**src/rtl/fws_pkg.sv**
```systemverilog
package fws_pkg;

  typedef enum logic [1:0] {
    SM_READ  = 2'd0,
    SM_SENSE = 2'd1,
    SM_WRITE = 2'd2
  } shift_mode_e;

  localparam int HS_W   = 8;
  localparam int STAT_W = 8;
  localparam int CFG_W  = 5;

endpackage

```
**src/rtl/fws_mode_ctl.sv**
```systemverilog
module fws_mode_ctl
  import fws_pkg::*;
(
  input  logic        clk,
  input  logic        rst,
  input  logic        write_sel_i,
  input  logic        latch_sel_i,
  output shift_mode_e mode_o,
  output logic        enter_o,
  output logic        leave_o,
  output logic        begin_o
);

  shift_mode_e mode_q;
  shift_mode_e mode_d;
  logic        begin_q;

  always_comb begin
    mode_d = mode_q;
    unique case ({write_sel_i, latch_sel_i})
      2'b00: mode_d = SM_READ;
      2'b10: if (mode_q == SM_SENSE) mode_d = SM_WRITE;
      default: mode_d = SM_SENSE;
    endcase
  end

  assign enter_o = (mode_d == SM_WRITE) && (mode_q != SM_WRITE);
  assign leave_o = (mode_d != SM_WRITE) && (mode_q == SM_WRITE);

  always_ff @(posedge clk) begin
    if (rst) begin
      mode_q  <= SM_READ;
      begin_q <= 1'b0;
    end else begin
      mode_q  <= mode_d;
      begin_q <= enter_o;
    end
  end

  assign mode_o  = mode_q;
  assign begin_o = begin_q;

  AST_WRITE_FROM_SENSE: assert property (@(posedge clk) disable iff (rst)
    $rose(mode_q == SM_WRITE) |-> $past(mode_q) == SM_SENSE);

  AST_BEGIN_IN_WRITE: assert property (@(posedge clk) disable iff (rst)
    begin_q |-> (mode_q == SM_WRITE) && !$past(begin_q));

endmodule

```
**src/rtl/fws_cell_timer.sv**
```systemverilog
module fws_cell_timer #(
  parameter int CELL_W = 6
) (
  input  logic              clk,
  input  logic              rst,
  input  logic              load_i,
  input  logic              run_i,
  input  logic [CELL_W-1:0] len_i,
  output logic              tick_o
);

  logic [CELL_W-1:0] cnt_q;
  logic [CELL_W-1:0] reload;

  assign reload = (len_i == '0) ? '0 : len_i - 1'b1;
  assign tick_o = run_i && (cnt_q == '0);

  always_ff @(posedge clk) begin
    if (rst) begin
      cnt_q <= '0;
    end else if (load_i) begin
      cnt_q <= reload;
    end else if (run_i) begin
      if (cnt_q == '0) cnt_q <= reload;
      else             cnt_q <= cnt_q - 1'b1;
    end
  end

  AST_TICK_GAP: assert property (@(posedge clk) disable iff (rst)
    (tick_o && reload != '0 && !load_i) |=> !tick_o);

endmodule

```
**src/rtl/fws_shifter.sv**
```systemverilog
module fws_shifter
  import fws_pkg::*;
#(
  parameter int DATA_W = 8
) (
  input  logic              clk,
  input  logic              rst,
  input  logic              enter_i,
  input  logic              leave_i,
  input  logic              tick_i,
  input  logic              in_valid,
  input  logic [DATA_W-1:0] in_data,
  output logic              in_ready,
  output logic [HS_W-1:0]   handshake_o,
  output logic              wr_bit_o,
  output logic              wr_cell_o,
  output logic              wr_end_o,
  output logic              streaming_o
);

  localparam int CNT_W = $clog2(DATA_W + 1);
  localparam logic [CNT_W-1:0] FULL_CNT = CNT_W'(DATA_W);
  localparam logic [CNT_W-1:0] ONE_CNT  = CNT_W'(1);

  logic [DATA_W-1:0] sr_q;
  logic [DATA_W-1:0] pend_q;
  logic [CNT_W-1:0]  cnt_q;
  logic              hs_free_q;
  logic              hs_ok_q;
  logic              streaming_q;
  logic              bit_q;
  logic              cell_q;
  logic              end_q;
  logic              byte_end;
  logic              accept;

  assign byte_end = tick_i && (cnt_q <= ONE_CNT);
  assign in_ready = hs_free_q && !byte_end && !leave_i;
  assign accept   = in_valid && in_ready;

  always_ff @(posedge clk) begin
    if (rst) begin
      sr_q        <= '0;
      pend_q      <= '0;
      cnt_q       <= '0;
      hs_free_q   <= 1'b1;
      hs_ok_q     <= 1'b1;
      streaming_q <= 1'b0;
      bit_q       <= 1'b0;
      cell_q      <= 1'b0;
      end_q       <= 1'b0;
    end else begin
      cell_q <= 1'b0;
      end_q  <= 1'b0;
      if (leave_i) begin
        hs_free_q   <= 1'b1;
        hs_ok_q     <= 1'b1;
        streaming_q <= 1'b0;
        cnt_q       <= '0;
        end_q       <= streaming_q;
      end else begin
        if (enter_i) streaming_q <= 1'b1;
        if (tick_i) begin
          if (cnt_q != '0) begin
            bit_q  <= sr_q[DATA_W-1];
            sr_q   <= {sr_q[DATA_W-2:0], 1'b0};
            cnt_q  <= cnt_q - 1'b1;
            cell_q <= 1'b1;
          end
          if (byte_end) begin
            if (!hs_free_q) begin
              sr_q      <= pend_q;
              cnt_q     <= FULL_CNT;
              hs_free_q <= 1'b1;
            end else begin
              hs_ok_q     <= 1'b0;
              streaming_q <= 1'b0;
              end_q       <= 1'b1;
            end
          end
        end
        if (accept) begin
          if (cnt_q == '0) begin
            sr_q  <= in_data;
            cnt_q <= FULL_CNT;
          end else begin
            pend_q    <= in_data;
            hs_free_q <= 1'b0;
          end
        end
      end
    end
  end

  assign handshake_o = {hs_free_q, hs_ok_q, {(HS_W-2){1'b0}}};
  assign wr_bit_o    = bit_q;
  assign wr_cell_o   = cell_q;
  assign wr_end_o    = end_q;
  assign streaming_o = streaming_q;

  AST_CNT_BOUND: assert property (@(posedge clk) disable iff (rst)
    cnt_q <= FULL_CNT);

  AST_UNDERRUN_ENDS: assert property (@(posedge clk) disable iff (rst)
    (tick_i && cnt_q <= ONE_CNT && hs_free_q && !leave_i) |=> (end_q && !streaming_q && !hs_ok_q));

  AST_LEAVE_RESTORES: assert property (@(posedge clk) disable iff (rst)
    leave_i |=> (hs_free_q && hs_ok_q && cnt_q == '0 && !streaming_q));

  AST_REFILL_FREES: assert property (@(posedge clk) disable iff (rst)
    (byte_end && !hs_free_q && !leave_i) |=> (hs_free_q && cnt_q == FULL_CNT));

endmodule

```
**src/rtl/floppy_write_serializer.sv**
```systemverilog
module floppy_write_serializer
  import fws_pkg::*;
#(
  parameter int DATA_W = 8,
  parameter int CELL_W = 6
) (
  input  logic              clk,
  input  logic              rst,
  input  logic              write_sel_i,
  input  logic              latch_sel_i,
  input  logic              enable_i,
  input  logic [CFG_W-1:0]  cfg_bits_i,
  input  logic [CELL_W-1:0] cell_len_i,
  input  logic              drive_present_i,
  input  logic              drive_sense_i,
  input  logic              in_valid,
  input  logic [DATA_W-1:0] in_data,
  output logic              in_ready,
  output logic [1:0]        shift_mode_o,
  output logic [STAT_W-1:0] status_o,
  output logic [HS_W-1:0]   handshake_o,
  output logic              wr_bit_o,
  output logic              wr_cell_o,
  output logic              wr_begin_o,
  output logic              wr_end_o
);

  shift_mode_e mode;
  logic        enter;
  logic        leave;
  logic        tick;
  logic        streaming;
  logic        run;
  logic        sense;

  fws_mode_ctl u_mode (
    .clk         (clk),
    .rst         (rst),
    .write_sel_i (write_sel_i),
    .latch_sel_i (latch_sel_i),
    .mode_o      (mode),
    .enter_o     (enter),
    .leave_o     (leave),
    .begin_o     (wr_begin_o)
  );

  assign run = (mode == SM_WRITE) && streaming;

  fws_cell_timer #(.CELL_W(CELL_W)) u_timer (
    .clk    (clk),
    .rst    (rst),
    .load_i (enter),
    .run_i  (run),
    .len_i  (cell_len_i),
    .tick_o (tick)
  );

  fws_shifter #(.DATA_W(DATA_W)) u_shift (
    .clk         (clk),
    .rst         (rst),
    .enter_i     (enter),
    .leave_i     (leave),
    .tick_i      (tick),
    .in_valid    (in_valid),
    .in_data     (in_data),
    .in_ready    (in_ready),
    .handshake_o (handshake_o),
    .wr_bit_o    (wr_bit_o),
    .wr_cell_o   (wr_cell_o),
    .wr_end_o    (wr_end_o),
    .streaming_o (streaming)
  );

  assign sense        = drive_present_i ? drive_sense_i : 1'b1;
  assign status_o     = {sense, 1'b0, enable_i, cfg_bits_i};
  assign shift_mode_o = mode;

  AST_CELL_IN_WRITE: assert property (@(posedge clk) disable iff (rst)
    wr_cell_o |-> $past(mode) == SM_WRITE);

  AST_HS_LOW_CLEAR: assert property (@(posedge clk) disable iff (rst)
    handshake_o[HS_W-3:0] == '0);

endmodule

```
**config.mk**
```make
export PLATFORM = sky130hd
export DESIGN_NAME = floppy_write_serializer
export DESIGN_NICKNAME = d
export VERILOG_FILES = /design/src/rtl/fws_pkg.sv /design/src/rtl/fws_mode_ctl.sv /design/src/rtl/fws_cell_timer.sv /design/src/rtl/fws_shifter.sv /design/src/rtl/floppy_write_serializer.sv
export SDC_FILE = /design/constraint.sdc
export NUM_CORES = 1
export LEC_CHECK = 0
export BUFFER_PORTS_ARGS = -buffer_cell sky130_fd_sc_hd__clkbuf_2
export CAP_MARGIN = 20
export CORE_UTILIZATION = 40
export CTS_CLUSTER_SIZE = 12
export DETAILED_ROUTE_END_ITERATION = 16
export SLEW_MARGIN = 20
export SYNTH_ARGS = -nofsm -noshare
export SYNTH_HDL_FRONTEND = slang
export SYNTH_HIERARCHICAL = 1
export SYNTH_SLANG_ARGS = --single-unit
```
**constraint.sdc**
```tcl
create_clock -name clk -period 2.8 [get_ports clk]
set_input_delay 0.56 -clock clk [delete_from_list [all_inputs] [get_ports clk]]
set_output_delay 0.56 -clock clk [all_outputs]
set_load 0.02 [all_outputs]
```
# Word level (Yosys, flattened, before mapping)
# Index checks and enable logic that the tools add are counted.
[totals] inputBits=27 elab_cells=78 output_inout_bits=23 register_bits=35
[classes] order_cmp=1 add_sub_neg=3 muxes=32 n_reduce_logical=21 bitwise=3 n_eq_ne=6
[op_table] op="$mux W8" count=6
[op_table] op="$mux W4" count=6
[op_table] op="$mux W6" count=4
[op_table] op="$mux W1" count=14
[op_table] op="$logic_not A6 Y1" count=2
[op_table] op="$sub A6 B1 Y6 const B" count=2
[op_table] op="$reduce_and A3 Y1" count=3
[op_table] op="$logic_and A1 B1 Y1" count=8
[op_table] op="$eq A2 B2 Y1 const B" count=3
[op_table] op="$le A4 B1 Y1 const B" count=1
[op_table] op="$logic_not A4 Y1" count=1
[op_table] op="$ne A2 B2 Y1 const B" count=2
[op_table] op="$pmux W2 S2" count=1
[op_table] op="$reduce_bool A4 Y1" count=1
[op_table] op="$sub A4 B1 Y4 const B" count=1
[op_table] op="$not A1 Y1" count=3
[op_table] op="$reduce_or A3 Y1" count=1
[op_table] op="$eq A2 B1 Y1 const B" count=1
[op_table] op="$logic_not A1 Y1" count=2
[op_table] op="$logic_not A2 Y1" count=1
[op_table] op="$mux W2" count=1
[op_table] op="$reduce_bool A2 Y1" count=1
[op_table] op="$reduce_or A2 Y1" count=1

# Depth between registers and ports, before layout
# Gate-level depths: netlist of run 1.
[depth] ltp_word=9 depth_mapped=10 ltp_nobuf=8

# Modules after synthesis
# The synthesis of run 1 kept the hierarchy.
[by_module_without_submodules] module="fws_shifter" instances=1 area_per_inst_um2=1506.4 seq_area_each_um2=520.5 cells_each=186
[by_module_without_submodules] module="fws_cell_timer" instances=1 area_per_inst_um2=536.8 seq_area_each_um2=120.1 cells_each=70
[by_module_without_submodules] module="fws_mode_ctl" instances=1 area_per_inst_um2=117.6 seq_area_each_um2=60.1 cells_each=12
[by_module_without_submodules] module="floppy_write_serializer" instances=1 area_per_inst_um2=78.8 seq_area_each_um2=0.0 cells_each=11

# Worst setup path before layout of run 1
# OpenSTA, ideal clock, no wires.
[synth_path] path_type="flip-flop to output port" startpoint="register u_mode.mode_q[0], in the netlist u_mode/mode_o[0]" endpoint="output in_ready" path_buffers=2 required_time_ps=2240 t_arrival_ps=1858 path_stages_with_launch=8 path_slack_ps=382 cell_sequence="dfxtp_1 > and3b_1 > clkbuf_1 > and3_1 > buf_4 > o21ai_0 > nor2_1 > nor2b_1"
[synth_via] elab_chain_cells=7 elab_cells_between_ends=13
[synth_lines] item="from (decl)" line="fws_mode_ctl.sv:14" source="shift_mode_e mode_q;"
[synth_lines] item="from (signal assigned)" line="fws_mode_ctl.sv:35" source="mode_q <= mode_d;"
[synth_lines] item="$eq A2 B2 Y1" line="floppy_write_serializer.sv:47" source="assign run = (mode == SM_WRITE) && streaming;"
[synth_lines] item="$logic_and A1 B1 Y1" line="floppy_write_serializer.sv:47"
[synth_lines] item="named net run" line="floppy_write_serializer.sv:33" source="logic run;"
[synth_lines] item="$logic_and A1 B1 Y1" line="fws_cell_timer.sv:16" source="assign tick_o = run_i && (cnt_q == '0);"
[synth_lines] item="named net tick" line="floppy_write_serializer.sv:31" source="logic tick;"
[synth_lines] item="$logic_and A1 B1 Y1" line="fws_shifter.sv:37" source="assign byte_end = tick_i && (cnt_q <= ONE_CNT);"
[synth_lines] item="$logic_not A1 Y1" line="fws_shifter.sv:38" source="assign in_ready = hs_free_q && !byte_end && !leave_i;"
[synth_lines] item="$logic_and A1 B1 Y1 (2 in a row)" line="fws_shifter.sv:38"
[synth_lines] item="to (decl)" line="floppy_write_serializer.sv:18" source="output logic in_ready,"
# The timed path passes the listed nets, and every way through them passes these cells.

# Worst setup path in the final report of run 1
[layout_path] startpoint="register u_timer.cnt_q[0]" endpoint="output in_ready"
[layout_via] elab_chain_cells=6
[layout_lines] item="from (decl)" line="fws_cell_timer.sv:12" source="logic [CELL_W-1:0] cnt_q;"
[layout_lines] item="from (signal assigned)" line="fws_cell_timer.sv:22" source="cnt_q <= reload;"
[layout_lines] item="from (signal assigned)" line="fws_cell_timer.sv:24" source="if (cnt_q == '0) cnt_q <= reload;"
[layout_lines] item="from (signal assigned)" line="fws_cell_timer.sv:25" source="else cnt_q <= cnt_q - 1'b1;"
[layout_lines] item="$logic_not A6 Y1" line="fws_cell_timer.sv:16"
[layout_lines] item="$logic_and A1 B1 Y1" line="fws_cell_timer.sv:16"
[layout_lines] item="named net tick" line="floppy_write_serializer.sv:31"
[layout_lines] item="$logic_and A1 B1 Y1" line="fws_shifter.sv:37"
[layout_lines] item="$logic_not A1 Y1" line="fws_shifter.sv:38"
[layout_lines] item="$logic_and A1 B1 Y1 (2 in a row)" line="fws_shifter.sv:38"
# The timed path passes the listed nets, and every way through them passes these cells.

==> results of run 1 <==
==> stage by stage <==
step / hold slack (ns) / power (uW) / setup WS (ns)
floorplan: 0.4278 / 714.3 / 0.3818
global placement: 0.4438 / 754.8 / 0.4269
detailed placement: 0.4518 / 755.4 / 0.4057
CTS: 0.4692 / 1127 / 0.08965
global route: 0.5058 / 1176 / 0.006349
finish: 0.4604 / 1119 / 0.1751
==> where the power goes <==
group / internal, uW / switching (uW) / leakage, uW
registers: 522 / 19.8 / 0.000285
logic: 83.3 / 122 / 0.000681
clock network: 173 / 199 / 0.0000402
total: 779 / 340 / 0.00101
==> worst max-delay path: stages, from the launching register on <==
cell	delay, ns
dfxtp_1	0.40
inv_1	0.11
ha_1	0.21
nor2b_2	0.19
and3_1	0.20
o21ai_0	0.23
nor2_1	0.13
nor2b_1	0.14
clkbuf_2	0.17
==> layer usage <==
metal  routed length (um)  share of wire
met3                  270          0.052
met2                 2410           0.46
met4                   77          0.015
met1                 2464           0.47
met5                    0              0
==> kinds of logic (layout without fill, tap and decap cells) <==
family / Yosys count / in the layout
AND/OR/NAND/NOR: 113 / 113
AO/OA/AOI/OAI: 70 / 70
buffers and inverters: 40 / 60
flip-flops: 35 / 35
multiplexers: 11 / 11
adder cells (fa/ha/maj): 6 / 6
other: 2 / 7
XOR/XNOR: 2 / 2
==> synthesized netlist by cell type (2+ instances only) <==
| master | instances | area, um2 |
|---|---|---|
| a41o_1 | 2 | 20.02 |
| clkbuf_1 | 7 | 26.28 |
| nor2b_1 | 6 | 37.54 |
| nand3_1 | 4 | 20.02 |
| or2_2 | 8 | 50.05 |
| o311ai_1 | 4 | 35.03 |
| nor2_1 | 32 | 120.1 |
| nand2b_1 | 5 | 31.28 |
| nand4b_1 | 2 | 17.52 |
| buf_2 | 2 | 10.01 |
| xnor2_1 | 2 | 17.52 |
| and3_1 | 2 | 12.51 |
| conb_1 | 2 | 7.510 |
| buf_4 | 17 | 127.6 |
| or4_1 | 2 | 15.01 |
| a21boi_2 | 4 | 45.04 |
| o31ai_1 | 2 | 15.01 |
| a21oi_1 | 14 | 70.07 |
| a31oi_1 | 5 | 31.28 |
| o32ai_1 | 2 | 17.52 |
| mux2i_1 | 11 | 110.1 |
| ha_1 | 6 | 75.07 |
| buf_6 | 2 | 22.52 |
| dfxtp_1 | 35 | 700.7 |
| o21ai_0 | 15 | 75.07 |
| nor3b_1 | 2 | 15.01 |
| o211ai_1 | 7 | 52.55 |
| nor3_1 | 15 | 75.07 |
| a211oi_1 | 2 | 15.01 |
| inv_1 | 11 | 41.29 |
| nand2_1 | 21 | 78.83 |
==> how the worst max path moves through the flow <==
stage / from / to / slack [ns] / cells past startpoint
floorplan: u_mode/mode_o[0] / in_ready / 0.38 / 7
global placement: u_timer/cnt_q[0] / in_ready / 0.43 / 8
detailed placement: u_timer/cnt_q[0] / u_shift/pend_q[6] / 0.41 / 9
CTS: u_timer/cnt_q[0] / in_ready / 0.09 / 8
global route: u_timer/cnt_q[0] / in_ready / 0.006 / 8
finish: u_timer/cnt_q[0] / in_ready / 0.18 / 8
==> registers in the layout (all words and copies together), names as in the netlist <==
signal / flops
u_shift/cnt_q: 4
u_mode/begin_o: 1
u_timer/cnt_q: 6
u_shift/hs_ok_q: 1
u_shift/streaming_o: 1
u_shift/hs_free_q: 1
u_mode/mode_o: 2
u_shift/wr_end_o: 1
u_shift/pend_q: 8
u_shift/sr_q: 8
u_shift/wr_bit_o: 1
u_shift/wr_cell_o: 1
==> cell type report <==
type / instances / area [um2]
fillers: 546 / 2759
multi-input cells: 209 / 1328
flip-flops and latches: 35 / 700.7
repair buffers: 41 / 232.7
well taps: 70 / 87.58
clock buffers: 5 / 68.82
inverters: 11 / 41.29
clock inverters: 3 / 20.02
==> repair_timing <==
action | in CTS | in global routing
hold buffers | 0 | 0
resized for setup | 0 | 1
endpoints found under the setup margin | 0 | 1
buffers inserted | 0 | 0
==> impl_results.md, run 1 <==
- Post-route core utilization: 0.4732
- Pleak: just over 0.001 uW
- Worst slew margin: 0.6180
- Clock tree sinks: 35
- GRT Total Usage: 0.1934
- Critical Path End Type: output pin
- Met3 Use GR: 0.02738
- Finished Cell Area: roughly 0.0025 mm2
- Ant diodes: 0
- Initial Util: 0.4276
- Hold depth: 1
- Placed insts: 366
- M1 GR Usage: 0.2509
- Final period util: 0.9375
- Synth warnings: 6
- Hold path startpoint: u_shift/hs_ok_q
- Max Cap Violations: 0
- Cell Rows: 26
- FF-to-FF Start: u_timer/cnt_q[0]
- Hold/Removal Path Class: flop to flop
- Worst R2R Path Depth: 9
- Root Buffer Master: clkbuf_8
- Critical Path AT: 2.06 ns
- Register area share after synthesis: 0.3128
- Fraction of registers with async set/reset: 0
- Worst setup SP type: flop
- Vias in the first global route: 1954
- Mapped Area: about 0.0022 mm2
- Reg clk slew, reported paths: around 0.07 ns
- Fmax: 381.0 MHz
- Final Net Count: 336
- Die width: 76.83 um
- Area Growth Syn to Fin: 10.67%
- Final slew viol count: 0
- Final TNS setup: 0 ns
- # setup viols final: 0
- Most frequent cells in the layout: 35 x dfxtp_1, 32 x nor2_1, 30 x clkbuf_2, 21 x nand2_1
- # H-tree levels: 2
- Via count: just over 2000
- Post-Synth Adder-Cell Area: 0.03352
- Drt first pass iters: 4
- Simple-Gate Fraction of Synth Area: 0.2665
- Complex-gate fraction of the synthesized area: 0.2229
- Die Y: approximately 77 um
- Critical path type: flop to output pin
- Largest net degree at the start of global routing: 26
- Tightest Pin Transition: 0.5670 ns
- WL/cell: roughly 14 um
- Clk_skew: approximately 0.0082 ns
- Final WL: 5223 um
- DRT antenna net count: 0
- First-pass GRT wire length: 9177 um
- Share of layout cells above drive strength 1: 0.2237
- Io pins: 50
- Seq cells post-synth: 35
- CP Data Required Time: about 2.2 ns
- Clk_lat worst skew: 0.29 ns
- Final Non-Filler Cells: about 370
- CTS tree: yes
- Commonest non-fill, non-tap cell in the layout: dfxtp_1
- Reg-to-reg critical path endpoint: u_shift/pend_q[6]
- Top Usage Layer GRT: met2
- Fin crit period: between 2 and 3 ns
- EDFF count, synth: 0
- Mux cell area share after synthesis: 0.04916
- Post-Synthesis Cells: between 200 and 300
- XOR/XNOR share of the synthesized area: 0.007821
- Syn_area_per_cell: ~8 um2
- Clock buffer count from CTS: 5
- Total die area: 0.005902 mm2
- Post-DP HPWL: 3790 um
- Post-synth top flop: dfxtp_1
- Placed cell area: 0.002387 mm2
- Vias per cell: ~5.4
- Hold Path Sink: u_shift/hs_ok_q
- Critical-path maximum fanout: 7
- Distinct cells, synth: 59
- Antenna violations before repair: 0
- Residual DRC: 0
- IR drop worst, VDD: 0.1933 mV
- Power Density: approximately 450 mW/mm2
- Initial DRC count: about 130
- Dominant combinational cell family by area after synthesis: simple AND/OR/NAND/NOR gates
- R2R Setup Slk: slightly below 0.5 ns
- Final hold viol count: 0
- RePlAce Congestion: 0.7961
- Longest Clk Path Bufs: 2
- Gr ovfl total: 0
- Buffers on Ports: 30
- Status: finished clean
- Unrepaired setup endpoints after global routing: false
- Met2 usage: 0.3205
- Core area: approximately 0.0052 mm2
Note: power is estimated with default switching activity, not from simulation.
==> inputs of run 2 (changes only) <==
GPL_TIMING_DRIVEN = 0   (was default)
PLACE_DENSITY = 0.64   (was default)
==> run 2 against run 1 <==
Net effect: global-route usage is essentially flat; sequential power about the same; critical endpoint unchanged; count of clock-buffer cells in the layout increased by 3.
==> impl_results.md, run 2 (synthesis results as in run 1) <==
- Residual DRC: 0 (unchanged)
- Hold Path Sink: u_shift/hs_ok_q (unchanged)
- Final slew viol count: 0 (unchanged)
- CTS tree: yes (unchanged)
- Clk_lat worst skew: 0.30 ns (was 0.29 ns)
- Most frequent cells in the layout: 37 x clkbuf_2, 35 x dfxtp_1, 31 x nor2_1, 21 x nand2_1, 18 x buf_4 (was 35 x dfxtp_1, 32 x nor2_1, 30 x clkbuf_2, 21 x nand2_1)
- CP Data Required Time: 2.24 ns (about the same)
- Hold depth: 1 (unchanged)
- Critical Path Source: u_timer/cnt_q[0] (unchanged)
- Status: finished clean (unchanged)
- Hold-fix buffer count after cts: 0 (unchanged)
- Gr ovfl total: 0 (unchanged)
- Reg-to-reg critical path endpoint: u_shift/sr_q[1] (was u_shift/pend_q[6])
- Clock tree sinks: 35 (unchanged)
- Final Net Count: 360 (was 336)
- Worst R2R Path Depth: 9 (unchanged)
- WL/cell: 13.59 um (was 13.97 um)
- Buffers on Ports: 36 (was 30)
- Initial DRC count: 117 (was 128)
- Final WL: 5407 um (was 5223 um)
- Worst slew margin: 0.5056 (was 0.6180)
- # H-tree levels: 2 (unchanged)
- Final TNS setup: 0 ns (unchanged)
- Fin crit period: 2.657 ns (was 2.625 ns)
- Post-DP HPWL: 3919 um (was 3790 um)
- Hold/Removal Path Class: flop to flop (unchanged)
- Share of layout cells above drive strength 1: 0.2652 (was 0.2237)
- Critical Path AT: 2.10 ns (was 2.06 ns)
- Area Growth Syn to Fin: 18.04% (was 10.67%)
- Post-route core utilization: 0.5048 (was 0.4732)
- Die width: 76.83 um (unchanged)
- R2R Setup Slk: 0.28 ns (was 0.49 ns)
- Initial Util: 0.4276 (unchanged)
- Hold path startpoint: u_shift/hs_ok_q (unchanged)
- Largest net degree at the start of global routing: 18 (was 26)
- Power Density: 447.9 mW/mm2 (was 451.4 mW/mm2)
- # setup viols final: 0 (unchanged)
- Largest regs: u_shift/pend_q: 8 flops, u_shift/sr_q: 8 flops, u_timer/cnt_q: 6 flops (unchanged)
- Total die area: 0.005902 mm2 (unchanged)
- Io pins: 50 (unchanged)
- Longest Clk Path Bufs: 2 (unchanged)
- First-pass GRT wire length: 9039 um (was 9177 um)
- Clk_skew: 0.008860 ns (was 0.008196 ns)
- Vias in the first global route: 1916 (was 1954)
- Die Y: 76.83 um (unchanged)
- DRT antenna net count: 0 (unchanged)
- Root Buffer Master: clkbuf_8 (unchanged)
- Pleak: 0.001119 uW (was 0.001006 uW)
- Final period util: 0.9489 (was 0.9375)
- Tightest Pin Transition: 0.7338 ns (was 0.5670 ns)
- GRT Total Usage: 0.1931 (was 0.1934)
- Max Cap Violations: 0 (unchanged)
- Final hold viol count: 0 (unchanged)
- Via count: 2113 (was 2020)
- Cell Rows: 26 (unchanged)
- Critical path type: flop to output pin (unchanged)
- RePlAce Congestion: 0.8527 (was 0.7961)
- Worst setup SP type: flop (unchanged)
- Ant diodes: 0 (unchanged)
- IR drop worst, VDD: 0.2860 mV (was 0.1933 mV)
- Critical-path maximum fanout: 10 (was 7)
- Reg clk slew, reported paths: 0.06 ns (was 0.07 ns)
- Commonest non-fill, non-tap cell in the layout: clkbuf_2 (was dfxtp_1)
- Vias per cell: 5.309 (was 5.401)
- Critical Path End Type: output pin (unchanged)
- FF-to-FF Start: u_timer/cnt_q[0] (unchanged)
- Fmax: 376.4 MHz (was 381.0 MHz)
- Core area: 0.005238 mm2 (unchanged)
- Drt first pass iters: 4 (unchanged)
- Antenna violations before repair: 0 (unchanged)
- Clock buffer count from CTS: 5 (unchanged)
## run 2: changes by cell type in the layout (fill, tap and decap cells not counted), moves of 2 or more
cell	previous run	this run
buf_6	0	2
buf_4	11	18
clkbuf_2	30	37
clkbuf_8	5	7
clkinvlp_4	2	0
clkbuf_1	0	7
buf_2	0	2
## run 2: metrics by stage
| stage | worst slack, ns | total power [uW] | hold WS [ns] | instance area [um2] | cells |
|---|---|---|---|---|---|
| 2_1_floorplan | 0.3818 | 714.3 | 0.4278 | 2258 | 284 |
| 3_3_place_gp | -0.09833 | 779.6 | 0.4422 | 2526 | 390 |
| 3_5_place_dp | -0.05782 | 783.0 | 0.4551 | 2526 | 390 |
| 4_1_cts | 0.1122 | 1195 | 0.4738 | 2639 | 398 |
| 5_1_grt | -0.004474 | 1251 | 0.4856 | 2644 | 398 |
| 6_report | 0.1431 | 1184 | 0.4714 | 2644 | 398 |
## run 2: what timing repair did
action | CTS | global route
pin swaps | 1 | 0
resized for setup | 4 | 1
buffers inserted | 1 | 0
setup endpoints to repair | 1 | 1
## run 2: area by class of cell
type	instances	area, um2
Buffer	28	187.7
Clock buffer	8	100.1
Fill cell	525	2594
Inverter	11	41.29
Multi-Input combinational cell	209	1339
Sequential cell	35	700.7
Tap cell	70	87.58
Timing Repair Buffer	37	187.7
## run 2: layer usage
| layer | global-route usage | vias up | share of wire |
|---|---|---|---|
| met2 | 0.2929 | 53 | 0.43 |
| met5 | 0 | - | 0 |
| met1 | 0.2624 | 981 | 0.51 |
| met3 | 0.04167 | 8 | 0.041 |
| met4 | 0.08077 | 0 | 0.016 |
| li1 | - | 1071 | - |
## run 2: worst max path at each step
stage | end | slack, ns | cells past startpoint
4_1_cts | in_ready | 0.11 | 9
3_5_place_dp | in_ready | -0.06 | 9
2_1_floorplan | in_ready | 0.38 | 7
5_1_grt | in_ready | -0.004 | 9
3_3_place_gp | in_ready | -0.1 | 9
6_report | in_ready | 0.14 | 9
## run 2: worst max-delay path: stages (launching register included)
cell      delay, ns
dfxtp_1        0.40
inv_1          0.11
ha_1           0.23
nor2b_4        0.16
and3_1         0.21
buf_4          0.19
o21ai_2        0.12
nor2_2         0.08
nor2b_1        0.13
clkbuf_2       0.18
## run 2: power by group
part           internal, uW  switching, uW  total (uW)
registers               523           20.5         543
logic                   101            134         235
clock network           224            182         406
==> inputs of run 3 (changes only) <==
ABC_AREA = 1   (was default)
SYNTH_HIERARCHICAL = default   (was 1)
==> run 3 against run 2 <==
Net effect: non-clock buffer count decreased by 1; routed wire length increased by 4.1%; clock skew increased by 0.0043 ns; sequential power increased by 0.9%; critical endpoint unchanged; largest power group unchanged.
==> impl_results.md, run 3 <==
- Status: finished clean (unchanged)
- Critical-path maximum fanout: 8 (was 10)
- Largest stage delay, worst path: 0.41 ns (was 0.40 ns)
- Area Growth Syn to Fin: 17.58% (was 18.04%)
- Ant diodes: 0 (unchanged)
- Clk pwr share: 0.368 (was 0.343)
- Sequential cell area: 700.7 um2 (unchanged)
- PostCTS Resize Cnt: 0 (was 4)
- Critical Path End Type: output pin (unchanged)
- RePlAce Congestion: 0.8495 (was 0.8527)
- Register area share after synthesis: 0.3001 (was 0.3128)
- Clock tree sinks: 35 (unchanged)
- Clk_skew: 0.01317 ns (was 0.008860 ns)
- Final Net Count: 409 (was 360)
- Hold depth: 2 (was 1)
- Antenna violations before repair: 0 (unchanged)
- Unrepaired setup endpoints after global routing: false
- Post-place setup slack: 0.7870 ns (was -0.05782 ns)
- # H-tree levels: 2 (unchanged)
- Largest regs: u_shift.pend_q: 8 flops, u_shift.sr_q: 8 flops, u_timer.cnt_q: 6 flops (was u_shift/pend_q: 8 flops, u_shift/sr_q: 8 flops, u_timer/cnt_q: 6 flops)
- EDFF count, synth: 0 (unchanged)
- WL/cell: 12.53 um (was 13.59 um)
- # Post-CTS Setup Buffers: 0 (was 1)
- Most frequent cells in the layout: 59 x nand2_1, 36 x inv_1, 36 x clkbuf_2, 35 x dfxtp_1, 27 x a21oi_1 (was 37 x clkbuf_2, 35 x dfxtp_1, 31 x nor2_1, 21 x nand2_1, 18 x buf_4)
- Core area: 0.005574 mm2 (was 0.005238 mm2)
- Slowest cell on crit path: dfxtp_1 (unchanged)
- Root Buffer Master: clkbuf_8 (unchanged)
- Comb pwr share: 0.211 (was 0.198)
- Worst Setup Slack, final: 0.4644 ns (was 0.1431 ns)
- Residual DRC: 0 (unchanged)
- Largest net degree at the start of global routing: 12 (was 18)
- Most frequent cell after synthesis: nand2_1 (was dfxtp_1)
- Sequential fraction of design power: 0.421 (was 0.459)
- Hold-fix buffer count after cts: 0 (unchanged)
- Reg clk slew, reported paths: 0.08 ns (was 0.06 ns)
- Final slew viol count: 0 (unchanged)
- Via count: 2218 (was 2113)
- Reg-to-reg critical path endpoint: u_shift.sr_q[2] (was u_shift/sr_q[1])
- P_sw: 381.2 uW (was 336.4 uW)
- # setup viols final: 0 (unchanged)
- Seq cells post-synth: 35 (unchanged)
- Final TNS setup: 0 ns (unchanged)
- Cell Rows: 27 (was 26)
- Final hold viol count: 0 (unchanged)
- Worst R2R Path Depth: 8 (was 9)
- Longest Clk Path Bufs: 2 (unchanged)
- Fmax: 428.2 MHz (was 376.4 MHz)
- Area leader, netlist: dfxtp_1 (unchanged)
- CP Data Required Time: 2.24 ns (about the same)
- Fraction of registers with async set/reset: 0 (unchanged)
- Worst setup SP type: flop (unchanged)
- Io pins: 50 (unchanged)
- Initial Util: 0.4189 (was 0.4276)
- Die width: 78.40 um (was 76.83 um)
- DRT antenna net count: 0 (unchanged)
- Distinct cells, synth: 36 (was 59)
- Worst slew margin: 0.6121 (was 0.5056)
- Die Y: 78.40 um (was 76.83 um)
- Pleak: 0.001275 uW (was 0.001119 uW)
- GRT Total Usage: 0.2065 (was 0.1931)
- Post-DP HPWL: 4133 um (was 3919 um)
- Drt first pass iters: 5 (was 4)
- R2R Setup Slk: 0.80 ns (was 0.28 ns)
- Final WL: 5628 um (was 5407 um)
- First-pass GRT wire length: 9832 um (was 9039 um)
- Hold Path Sink: u_shift.pend_q[4] (was u_shift/hs_ok_q)
- Critical Path AT: 1.78 ns (was 2.10 ns)
- Hold path startpoint: u_shift.pend_q[4] (was u_shift/hs_ok_q)
- Top-area cell type share of the netlist area: 0.3001 (was 0.3128)
- Share of layout cells above drive strength 1: 0.2732 (was 0.2652)
- Mapped Area: 0.002335 mm2 (was 0.002240 mm2)
- Multi-input logic area: 0.001300 mm2 (was 0.001339 mm2)
- Synth warnings: 0 (was 6)
- Vias per cell: 4.940 (was 5.309)
- Commonest non-fill, non-tap cell in the layout: nand2_1 (was clkbuf_2)
- Total die area: 0.006147 mm2 (was 0.005902 mm2)
- Tightest Pin Transition: 0.5819 ns (was 0.7338 ns)
- Clk_lat worst skew: 0.29 ns (was 0.30 ns)
- CP cell instances: inv_1, ha_1, nor2_2, nor2_8, nand3_4, nand2_1, inv_2, clkbuf_2 (was inv_1, ha_1, nor2b_4, and3_1, buf_4, o21ai_2, nor2_2, nor2b_1, clkbuf_2)
- Final period util: 0.8342 (was 0.9489)
- Post-synth top flop: dfxtp_1 (unchanged)
- Gr ovfl total: 0 (unchanged)
- Clock buffer count from CTS: 5 (unchanged)
- Syn_area_per_cell: 7.140 um2 (was 8.027 um2)
- Internal power: 919.8 uW (was 847.6 uW)
- Power Density: 473.9 mW/mm2 (was 447.9 mW/mm2)
- CTS tree: yes (unchanged)
- Initial DRC count: 150 (was 117)
- Ranking of synthesized cells by area: dfxtp_1 30%, nand2_1 9.5%, a21oi_1 5.8%, inv_1 5.8%, buf_4 5.5% (was dfxtp_1 31%, buf_4 5.7%, nor2_1 5.4%, mux2i_1 4.9%, nand2_1 3.5%)
- Vias in the first global route: 2083 (was 1916)
- FF-to-FF Start: u_shift.cnt_q[0] (was u_timer/cnt_q[0])
- Sw frac: 0.2930 (was 0.2841)
- IR drop worst, VDD: 0.1980 mV (was 0.2860 mV)
- Max Cap Violations: 0 (unchanged)
- Fill count: 607 (was 525)
- Critical path type: flop to output pin (unchanged)
- Commonest cells post-synth: 59 x nand2_1, 36 x inv_1, 35 x dfxtp_1 (was 35 x dfxtp_1, 32 x nor2_1, 21 x nand2_1)
- Post-Synthesis Cells: 327 (was 279)
- Fin crit period: 2.336 ns (was 2.657 ns)
- Buffers on Ports: 36 (unchanged)
- Hold/Removal Path Class: flop to flop (unchanged)
## run 3: cell count changes after synthesis, sizes merged, moves of 6 or more
cell	change
nand4	+17
nand3	+16
mux2i	-11
clkbuf	-6
or2	-7
nand2b	-6
nor3	-10
o21ai	+10
nand2	+41
a21oi	+16
nor2b	-6
inv	+28
## run 3: cell families after synthesis
kind of cell | synth area share
other | 0.001606
adders and majority gates | 0.03215
AOI/OAI and AO/OA | 0.1704
xor gates and xnor gates | 0.01501
DFF | 0.3001
buffers and inverters | 0.1527
and+or+nand+nor | 0.3280
## run 3: worst max-delay path by stage
stage / from / slack [ns] / to
6_report: u_shift.cnt_q[0] / 0.46 / in_ready
5_1_grt: u_shift.cnt_q[0] / 0.35 / in_ready
4_1_cts: u_shift.cnt_q[0] / 0.45 / in_ready
3_5_place_dp: u_shift.cnt_q[0] / 0.79 / in_ready
2_1_floorplan: u_shift.cnt_q[0] / 1.03 / in_ready
3_3_place_gp: write_sel_i / 0.82 / in_ready
## run 3: metrics by stage
stage                     cells  total power (uW)    util  hold slack [ns]  area, um2
after floorplan             333             760.1       -           0.4237       2357
after global placement      441             828.5  0.4714           0.4358       2628
after detailed placement    441             832.0  0.4714           0.4421       2628
after CTS                   449              1314  0.4925           0.4539       2745
after global routing        449              1372  0.4925           0.4812       2745
final                       449              1301  0.4925           0.4548       2745
## run 3: worst max-delay path: cells and delay by family (launching register included)
| family | cells | cell delay, ns |
|---|---|---|
| adder cells (fa/ha/maj) | 1 | 0.23 |
| buffers and inverters | 3 | 0.34 |
| flip-flops | 1 | 0.41 |
| AND/OR/NAND/NOR | 4 | 0.50 |
## run 3: area by class of cell
type,instances,share of cell area
buffer,28,0.07475
clock buffer,6,0.03008
clock inverter,2,0.01276
inverter,40,0.05515
multi-input combinational,230,0.4736
sequential,35,0.2552
tap,72,0.03282
timing repair buffer,36,0.06563
## run 3: power by group through the flow
stage	logic, uW	registers, uW	clock network (uW)
global route	310	552	510
CTS	275	547	492
detailed placement	274	559	0
floorplan	207	553	0
finish	275	548	478
global placement	270	558	0
## run 3: routing by layer
layer | global-route usage | wire length, um | up-vias
met3 | 0.04535 | 347 | 6
met4 | 0.1111 | 50 | 0
met1 | 0.2708 | 2664 | 982
met5 | 0 | 0 | -
met2 | 0.3140 | 2566 | 69
li1 | - | - | 1161
